## src/rtl/irq_req_pkg.sv

```systemverilog
package irq_req_pkg;
  typedef enum logic [1:0] {
    PEV_IDLE  = 2'd0,
    PEV_RAISE = 2'd1,
    PEV_DROP  = 2'd2,
    PEV_BLIP  = 2'd3
  } pin_ev_e;
endpackage

```

## src/rtl/irq_pin_cell.sv

```systemverilog
module irq_pin_cell
  import irq_req_pkg::*;
#(
  parameter int CNT_W = 4
) (
  input  logic             clk,
  input  logic             rst_n,
  input  logic             ev_hit,
  input  pin_ev_e          ev_kind,
  input  logic             level,
  input  logic             ack_hit,
  output logic             req_q,
  output logic             uflow_q,
  output logic [CNT_W-1:0] cnt_q
);
  // saturating count arithmetic
  function automatic logic [CNT_W-1:0] sat_inc(input logic [CNT_W-1:0] c);
    return (&c) ? c : c + 1'b1;
  endfunction

  function automatic logic [CNT_W-1:0] sat_dec(input logic [CNT_W-1:0] c);
    return (c == '0) ? c : c - 1'b1;
  endfunction

  logic [CNT_W-1:0] cnt_n;
  logic             set_req;
  logic             uflow_n;
  logic             req_n;

  always_comb begin
    cnt_n   = cnt_q;
    set_req = 1'b0;
    uflow_n = 1'b0;
    if (ev_hit) begin
      unique case (ev_kind)
        PEV_RAISE: begin
          cnt_n   = sat_inc(cnt_q);
          set_req = (cnt_q == '0) || level;
        end
        PEV_DROP: begin
          cnt_n   = sat_dec(cnt_q);
          uflow_n = (cnt_q == '0);
          set_req = level && (cnt_n != '0);
        end
        PEV_BLIP: begin
          cnt_n   = sat_dec(sat_inc(cnt_q));
          set_req = (cnt_q == '0) || level;
        end
        default: ;
      endcase
    end
    // count change first, then the acknowledge zero test
    req_n = req_q | set_req;
    if (ack_hit && (cnt_n == '0)) req_n = 1'b0;
  end

  always_ff @(posedge clk) begin
    if (!rst_n) begin
      cnt_q   <= '0;
      req_q   <= 1'b0;
      uflow_q <= 1'b0;
    end else begin
      cnt_q   <= cnt_n;
      req_q   <= req_n;
      uflow_q <= uflow_n;
    end
  end
endmodule

```

## src/rtl/irq_elc_reg.sv

```systemverilog
module irq_elc_reg #(
  parameter int              NPIN = 8,
  parameter logic [NPIN-1:0] MASK = 8'hF8
) (
  input  logic            clk,
  input  logic            rst_n,
  input  logic            we,
  input  logic [NPIN-1:0] wdata,
  output logic [NPIN-1:0] q
);
  always_ff @(posedge clk) begin
    if (!rst_n)  q <= '0;
    else if (we) q <= wdata & MASK;
  end
endmodule

```

## src/rtl/irq_ack_ctl.sv

```systemverilog
module irq_ack_ctl #(
  parameter int NPIN  = 8,
  parameter int PIN_W = 3
) (
  input  logic             clk,
  input  logic             rst_n,
  input  logic             ack_valid,
  input  logic [PIN_W-1:0] ack_pin,
  input  logic             aeoi,
  input  logic             rotate,
  output logic [NPIN-1:0]  isr_q,
  output logic [PIN_W-1:0] rot_q
);
  logic [NPIN-1:0]  isr_n;
  logic [PIN_W-1:0] rot_n;

  always_comb begin
    isr_n = isr_q;
    rot_n = rot_q;
    if (ack_valid) begin
      if (!aeoi)       isr_n[ack_pin] = 1'b1;
      else if (rotate) rot_n = ack_pin;
    end
  end

  always_ff @(posedge clk) begin
    if (!rst_n) begin
      isr_q <= '0;
      rot_q <= '0;
    end else begin
      isr_q <= isr_n;
      rot_q <= rot_n;
    end
  end
endmodule

```

## src/rtl/irq_req_latch.sv

```systemverilog
module irq_req_latch
  import irq_req_pkg::*;
#(
  parameter int              NPIN     = 8,
  parameter int              CNT_W    = 4,
  parameter logic [NPIN-1:0] ELC_MASK = 8'hF8,
  localparam int             PIN_W    = $clog2(NPIN)
) (
  input  logic             clk,
  input  logic             rst_n,
  input  logic             ready,
  input  logic [1:0]       ev_kind,
  input  logic [PIN_W-1:0] ev_pin,
  input  logic             elc_we,
  input  logic [NPIN-1:0]  elc_wdata,
  output logic [NPIN-1:0]  elc_rdata,
  input  logic             ack_valid,
  input  logic [PIN_W-1:0] ack_pin,
  input  logic             aeoi,
  input  logic             rotate,
  output logic [NPIN-1:0]  irr,
  output logic [NPIN-1:0]  isr,
  output logic [PIN_W-1:0] rot_ptr,
  output logic             underflow_err
);
  pin_ev_e                ev_k;
  logic [NPIN-1:0]        ev_sel;
  logic [NPIN-1:0]        ack_sel;
  logic [NPIN-1:0]        uflow_vec;
  logic [NPIN*CNT_W-1:0]  cnt_all;

  assign ev_k = pin_ev_e'(ev_kind);

  irq_elc_reg #(.NPIN(NPIN), .MASK(ELC_MASK)) u_elc (
    .clk(clk), .rst_n(rst_n), .we(elc_we), .wdata(elc_wdata), .q(elc_rdata)
  );

  for (genvar i = 0; i < NPIN; i++) begin : g_pin
    assign ev_sel[i]  = ready && (ev_k != PEV_IDLE) && (ev_pin == PIN_W'(i));
    assign ack_sel[i] = ack_valid && (ack_pin == PIN_W'(i));

    irq_pin_cell #(.CNT_W(CNT_W)) u_cell (
      .clk(clk), .rst_n(rst_n), .ev_hit(ev_sel[i]), .ev_kind(ev_k),
      .level(elc_rdata[i]), .ack_hit(ack_sel[i]), .req_q(irr[i]),
      .uflow_q(uflow_vec[i]), .cnt_q(cnt_all[i*CNT_W +: CNT_W])
    );
  end

  assign underflow_err = |uflow_vec;

  irq_ack_ctl #(.NPIN(NPIN), .PIN_W(PIN_W)) u_ack (
    .clk(clk), .rst_n(rst_n), .ack_valid(ack_valid), .ack_pin(ack_pin),
    .aeoi(aeoi), .rotate(rotate), .isr_q(isr), .rot_q(rot_ptr)
  );
endmodule

```

## config.mk

```make
export PLATFORM = sky130hd
export DESIGN_NAME = irq_req_latch
export DESIGN_NICKNAME = d
export VERILOG_FILES = /design/src/rtl/irq_req_pkg.sv /design/src/rtl/irq_pin_cell.sv /design/src/rtl/irq_elc_reg.sv /design/src/rtl/irq_ack_ctl.sv /design/src/rtl/irq_req_latch.sv
export SDC_FILE = /design/constraint.sdc
export NUM_CORES = 1
export LEC_CHECK = 0
export ABC_AREA = 1
export BUFFER_PORTS_ARGS = -buffer_cell sky130_fd_sc_hd__buf_2
export CAP_MARGIN = 20
export CORE_AREA = 10 10 109 135
export CTS_CLUSTER_SIZE = 25
export DETAILED_ROUTE_END_ITERATION = 10
export DIE_AREA = 0 0 119 145
export PLACE_DENSITY_LB_ADDON = 0.25
export REMOVE_ABC_BUFFERS = 1
export SKIP_LAST_GASP = 1
export SYNTH_ARGS = -nofsm -noshare
export SYNTH_HDL_FRONTEND = slang
export SYNTH_SLANG_ARGS = --single-unit
```

## constraint.sdc

```tcl
create_clock -name clk -period 2 [get_ports clk]
set_input_delay 0.2 -clock clk [delete_from_list [all_inputs] [get_ports clk]]
set_output_delay 0.2 -clock clk [all_outputs]
set_load 0.01 [all_outputs]
```

==> results of run 1 <==
[power by group through the flow]
stage,logic [mW],registers (mW),clock network (mW)
after floorplan,0.397,1.37,0
after global placement,0.687,1.37,0
after detailed placement,0.692,1.37,0
after CTS,0.717,1.34,1.47
after global routing,0.895,1.34,1.53
final,0.814,1.34,1.46
[metrics by stage]
step	instances	setup slack, ns	total power, mW	hold WS, ns
2_1_floorplan	869	-0.0574	1.77	0.326
3_3_place_gp	1186	-0.156	2.05	0.421
3_5_place_dp	1186	-0.200	2.06	0.429
4_1_cts	1208	-0.0357	3.53	0.0923
5_1_grt	1226	-0.142	3.77	0.115
6_report	1226	-0.00779	3.61	0.0889
[cell usage in the layout (no fill, tap or decap), drive strengths merged, types with 24 or more instances in the layout]
cell,instances
nand2,249
dfxtp,64
buf,178
inv,117
ha,24
o21ai,67
nor2,129
a21oi,42
nand3,86
[area by class of cell]
class,count,area (sq um)
clock inverters,3,17.5
well taps,164,205
multi-input cells,688,4160
fillers,1108,4370
inverters,117,449
repair buffers,178,1250
clock buffers,12,256
flip-flops and latches,64,1340
[path summary, 6_finish.rpt]
path         depth (start not counted)               endpoint  slack (ns)
max                                 16  g_pin[2].u_cell.req_q      -0.008
min                                  3             u_elc.q[6]        0.09
max reg2reg                         16  g_pin[2].u_cell.req_q      -0.008
min reg2reg                          2         u_ack.rot_q[0]        0.46
[routing by layer]
| layer | GRT usage | vias up | wire length, microns |
|---|---|---|---|
| li1 | - | 3200 | - |
| met1 | 0.210 | 2926 | 7260 |
| met2 | 0.325 | 205 | 9110 |
| met3 | 0.0298 | 39 | 1030 |
| met4 | 0.0753 | 0 | 495 |
| met5 | 0 | - | 0 |
[state kept, by name (all words and copies together), names as in the netlist]
| name | count |
|---|---|
| g_pin.u_cell.cnt_q | 32 |
| g_pin.u_cell.req_q | 8 |
| g_pin.u_cell.uflow_q | 8 |
| u_ack.isr_q | 8 |
| u_ack.rot_q | 3 |
| u_elc.q | 5 |
[what timing repair did]
| action | in CTS | in global routing |
|---|---|---|
| endpoints found under the setup margin | 27 | 32 |
| pin swaps | 26 | 79 |
| buffers inserted | 7 | 18 |
| resized for setup | 71 | 151 |
[kinds of logic (layout without fill, tap and decap cells)]
group / after synthesis / after routing
adder cells (fa/ha/maj): 24 / 24
AND/OR/NAND/NOR: 516 / 516
other: 1 / 3
AO/OA/AOI/OAI: 126 / 126
flip-flops: 64 / 64
buffers and inverters: 149 / 310
XOR/XNOR: 19 / 19
[worst max-delay path: cells and delay by family, from the launching register on]
family          cells  cell delay (ns)
flops               1             0.38
simple gates       10             0.88
fa+ha+maj           2             0.45
compound gates      1             0.07
buf+inv             3             0.18
==> impl_metrics.json, run 1 <==
{
  "synth_area_sq_mm": 0.00533,
  "synth_most_common_cell": "nand2_1",
  "cts.path.max_buffers": 2,
  "final_area_sq_mm": 0.00768,
  "antenna_cells": 0,
  "wl_microns": 17900,
  "numCtsBuffers": 9,
  "ys_top_cells_by_area": "dfxtp_1 24%, nand2_1 17%, nor2_1 8.7%",
  "setup_viol": 2,
  "path_common_cell": "nand2_1",
  "path_cells": "inv_4 -> ha_4 -> nand2_1 -> o21ai_2 -> inv_1 -> ha_2 -> inv_2 -> nor2_1 -> nand2_1 -> nand2_1 -> or2_0 -> nand3_1 -> nand2_1 -> nand2_1 -> nor2_1 -> nor2_1",
  "grtUsageTotal": 0.183,
  "synth-seq-cells": 64,
  "core_sq_mm": 0.0120,
  "synth_xor_area_frac": 0.0312,
  "area_delta_synth_final_pct": 43.9,
  "ys_types": 38,
  "start_util": 0.443,
  "postSynthCellCount": 899,
  "power_leakage_nw": 3.68,
  "cts.sinks": 64,
  "synthTopCellsByCount": "245 x nand2_1, 124 x nor2_1, 108 x inv_1",
  "io_pins": 51,
  "fin_util": 0.637,
  "fp.dieW_microns": 119,
  "synthAdderAreaFrac": 0.0563,
  "via_per_inst": 5.20,
  "ir_drop_mv": 0.446,
  "synth_flop_cell": "dfxtp_1",
  "r2r_start": "g_pin[2].u_cell.cnt_q[1]",
  "grt_overflow": 0,
  "crit_type": "reg -> reg",
  "status": "complete, but fails checks",
  "crit_start": "g_pin[2].u_cell.cnt_q[1]",
  "synth_compound_area_frac": 0.132,
  "cts-root-buf": "clkbuf_16",
  "finalNetCount": 1105,
  "violations": "setup timing",
  "hp-class": "in -> reg",
  "synthArstFlopShare": 0,
  "finalHoldViolCount": 0,
  "gp_congestion": 0.887,
  "port_buffers": 44,
  "comb_power_share": 0.226,
  "clk_pin_slew_worst_paths_ns": 0.05,
  "power_frac_clock": 0.404,
  "worst_pin_slew_ns": 0.736,
  "grt_max_degree": 23,
  "cp_slowest_cell": "dfxtp_4",
  "required_ns": 2.26,
  "die_area_sq_mm": 0.0173,
  "tritoncts": "yes",
  "place_area_sq_mm": 0.00639,
  "final_max_slew_viol_count": 0,
  "vias": 6370,
  "grt_setup_unrepaired": "true",
  "drc": 0,
  "synth_edf_count": 0,
  "antenna_found_initial": 0,
  "grt_pass1_wl_microns": 26900,
  "switching_power_mw": 1.09,
  "ys_seq_area_frac": 0.240,
  "synth_top_area_share": 0.240,
  "fin_crit_sh": 1.00,
  "grt_pass1_vias": 5912,
  "wl_per_cell_microns": 14.6,
  "sw_frac_of_total": 0.303,
  "cts.htree.levels": 3,
  "ctsHoldBuffers": 0,
  "relSlewSlack": 0.505,
  "dp_hpwl_microns": 12500,
  "power_density_mw_per_mm2": 470,
  "synth-simple-area-share": 0.418,
  "finalSetupTns_ns": -0.0114,
  "synth_top_family_by_area": "simple AND/OR/NAND/NOR gates",
  "arrival_ns": 2.27,
  "end_kind": "flop",
  "drive_gt1_frac": 0.364,
  "die_h_microns": 145,
  "internal_power_mw": 2.52,
  "synth.area.mux_share": 0,
  "worstPathMaxFanout": 4,
  "finClkSkew_ns": 0.00371,
  "start_kind": "flop",
  "ant_nets": 0,
  "finalCriticalPeriod_ns": 2.01,
  "max_freq_mhz": 498,
  "first_iter_violations": 395,
  "insertion_delay_ns": 0.33,
  "yosys.area.top_type": "dfxtp_1",
  "maxCapViolCount": 0,
  "setup_ws_ns": -0.00779,
  "ys_warn_count": 0,
  "rows": 45,
  "synth.avg_cell_area_sq_um": 5.93,
  "power_frac_seq": 0.370,
  "dr.pass1.iters": 6,
  "slowest_delay_ns": 0.38,
  "hold_path_startpoint": "elc_wdata[6]"
}
Note: power is estimated with default switching activity, not from simulation.
==> run 2, diff against run 1 <==
CORE_AREA = 10 10 115 128   (was 10 10 109 135)
DIE_AREA = 0 0 125 138   (was 0 0 119 145)
==> run 2 against run 1 <==
The run now ends clean. Utilization decreased by 0.76 points. Largest power group unchanged. Highest routed layer unchanged. Critical path type unchanged. Largest cell class unchanged. Power is 6.2% higher. Flip-flop and latch count is the same. Worst setup slack gained 0.021 ns. Global-route usage down 0.12 points. Critical path depth stayed put.
==> impl_metrics.json, run 2 (same netlist as run 1, synthesis figures left out) <==
{
  "status": "completed",
  "fp.dieW_microns": 125,
  "rows": 43,
  "insertion_delay_ns": 0.34,
  "area_delta_synth_final_pct": 44.8,
  "grt_pass1_wl_microns": 26900,
  "vias": 6248,
  "reg2regPathDepth": 16,
  "worst_pin_slew_ns": 0.686,
  "r2r_start": "g_pin[2].u_cell.cnt_q[0]",
  "grt_pass1_vias": 5830,
  "power_density_mw_per_mm2": 496,
  "fin_crit_sh": 0.994,
  "final_cell_mix": "219 x nand2_1, 140 x buf_4, 114 x nor2_1",
  "fill_cells": 1127,
  "grt_overflow": 0,
  "clk_pin_slew_worst_paths_ns": 0.06,
  "via_per_inst": 5.09,
  "place_area_sq_mm": 0.00640,
  "hp-class": "in -> reg",
  "power_mw": 3.83,
  "cts-root-buf": "clkbuf_16",
  "start_kind": "flop",
  "crit_type": "reg -> reg",
  "end_kind": "flop",
  "numCtsBuffers": 9,
  "antenna_found_initial": 0,
  "final_max_slew_viol_count": 0,
  "cp_slowest_cell": "dfxtp_4",
  "gp_congestion": 0.928,
  "fin_util": 0.629,
  "die_h_microns": 138,
  "final_common_cell": "nand2_1",
  "slowest_delay_ns": 0.39,
  "power_leakage_nw": 3.72,
  "die_area_sq_mm": 0.0173,
  "port_buffers": 44,
  "finClkSkew_ns": 0.00449,
  "max_freq_mhz": 503,
  "cts.htree.levels": 3,
  "r2r-end": "g_pin[2].u_cell.req_q",
  "crit_family": "simple AND/OR/NAND/NOR gates",
  "dp_hpwl_microns": 12100,
  "antenna_cells": 0,
  "worstPathMaxFanout": 4,
  "finalSetupTns_ns": 0,
  "ir_drop_mv": 0.354,
  "cp.buffers_inverters": 3,
  "hold_depth": 3,
  "path_cells": "ha_4 -> nand3_4 -> xor2_2 -> inv_2 -> ha_4 -> inv_2 -> nor2_1 -> nand2_1 -> nand2_1 -> inv_1 -> nand2_1 -> nand3_1 -> nand2_1 -> nand2_1 -> nor2_2 -> nor2_1",
  "maxCapViolCount": 0,
  "cts.path.max_buffers": 2,
  "hold_path_startpoint": "elc_wdata[5]",
  "arrival_ns": 2.22,
  "r2r_setup_slack_ns": 0.01,
  "io_pins": 51,
  "final_area_sq_mm": 0.00772,
  "grt_setup_unrepaired": "true",
  "path_common_cell": "nand2_1",
  "dr.pass1.iters": 5,
  "wl_microns": 16900,
  "finalNetCount": 1113,
  "core_sq_mm": 0.0123,
  "grtUsageTotal": 0.182,
  "grtUsageMet1": 0.218,
  "gr-usage-met2": 0.321,
  "wl_per_cell_microns": 13.8,
  "start_util": 0.435,
  "drc": 0,
  "regMostFlops": "g_pin.u_cell.cnt_q",
  "relSlewSlack": 0.538,
  "finalHoldViolCount": 0,
  "drive_gt1_frac": 0.362,
  "tritoncts": "yes",
  "grt_max_degree": 33,
  "ant_nets": 0,
  "required_ns": 2.23,
  "finalCriticalPeriod_ns": 1.99,
  "gr-usage-met3": 0.0272,
  "first_iter_violations": 292,
  "whs_endpoint": "u_elc.q[5]",
  "grt_busiest_layer": "met2",
  "cts.sinks": 64,
  "largest_reg_flops": 32,
  "setup_viol": 0
}
[run 2: how the worst max path moves through the flow]
stage | startpoint | to | slack [ns] | depth (start not counted)
after floorplan | g_pin[7].u_cell.cnt_q[0] | g_pin[7].u_cell.req_q | -0.06 | 13
after global placement | g_pin[0].u_cell.cnt_q[1] | g_pin[0].u_cell.req_q | -0.12 | 13
after detailed placement | g_pin[4].u_cell.cnt_q[1] | g_pin[4].u_cell.req_q | -0.16 | 15
after CTS | g_pin[3].u_cell.cnt_q[0] | g_pin[3].u_cell.req_q | 0.002 | 14
after global routing | g_pin[2].u_cell.cnt_q[0] | g_pin[2].u_cell.req_q | -0.13 | 15
final | g_pin[2].u_cell.cnt_q[0] | g_pin[2].u_cell.req_q | 0.01 | 16
[run 2: tightest hold or removal path: cells and delay by family]
| kind | cells | cell delay [ns] |
|---|---|---|
| buffers and inverters | 1 | 0.07 |
| AND/OR/NAND/NOR | 2 | 0.12 |
[run 2: metrics by stage]
step | instances | hold slack [ns] | setup WS [ns]
detailed placement | 1182 | 0.430 | -0.161
global placement | 1182 | 0.432 | -0.120
global route | 1228 | 0.110 | -0.133
CTS | 1212 | 0.0818 | 0.00204
floorplan | 869 | 0.326 | -0.0574
finish | 1228 | 0.0883 | 0.0128
[run 2: timing repair]
item / CTS / global route
pin swaps: 21 / 72
endpoints found under the setup margin: 30 / 33
hold buffers: 0 / 0
setup buffers: 14 / 18
gates resized for setup: 71 / 137
[run 2: metal layers]
metal	vias to the layer above	wire (microns)
li1	3217	-
met1	2863	7370
met2	137	8500
met3	31	732
met4	0	327
met5	-	0
[run 2: final cells by class]
type / instances / area, sq um / share of cell area
Inverter: 117 / 454 / 0.0588
Clock buffer: 10 / 239 / 0.0310
Timing Repair Buffer: 186 / 1300 / 0.169
Sequential cell: 64 / 1340 / 0.173
Multi-Input combinational cell: 688 / 4110 / 0.532
Tap cell: 157 / 196 / 0.0254
Clock inverter: 6 / 82.6 / 0.0107
[run 2: report_power, final]
part	switching [mW]	internal [mW]	leakage (nW)	total, mW
registers	0.0375	1.30	0.532	1.34
logic	0.468	0.325	3.03	0.793
clock network	0.585	1.12	0.158	1.70
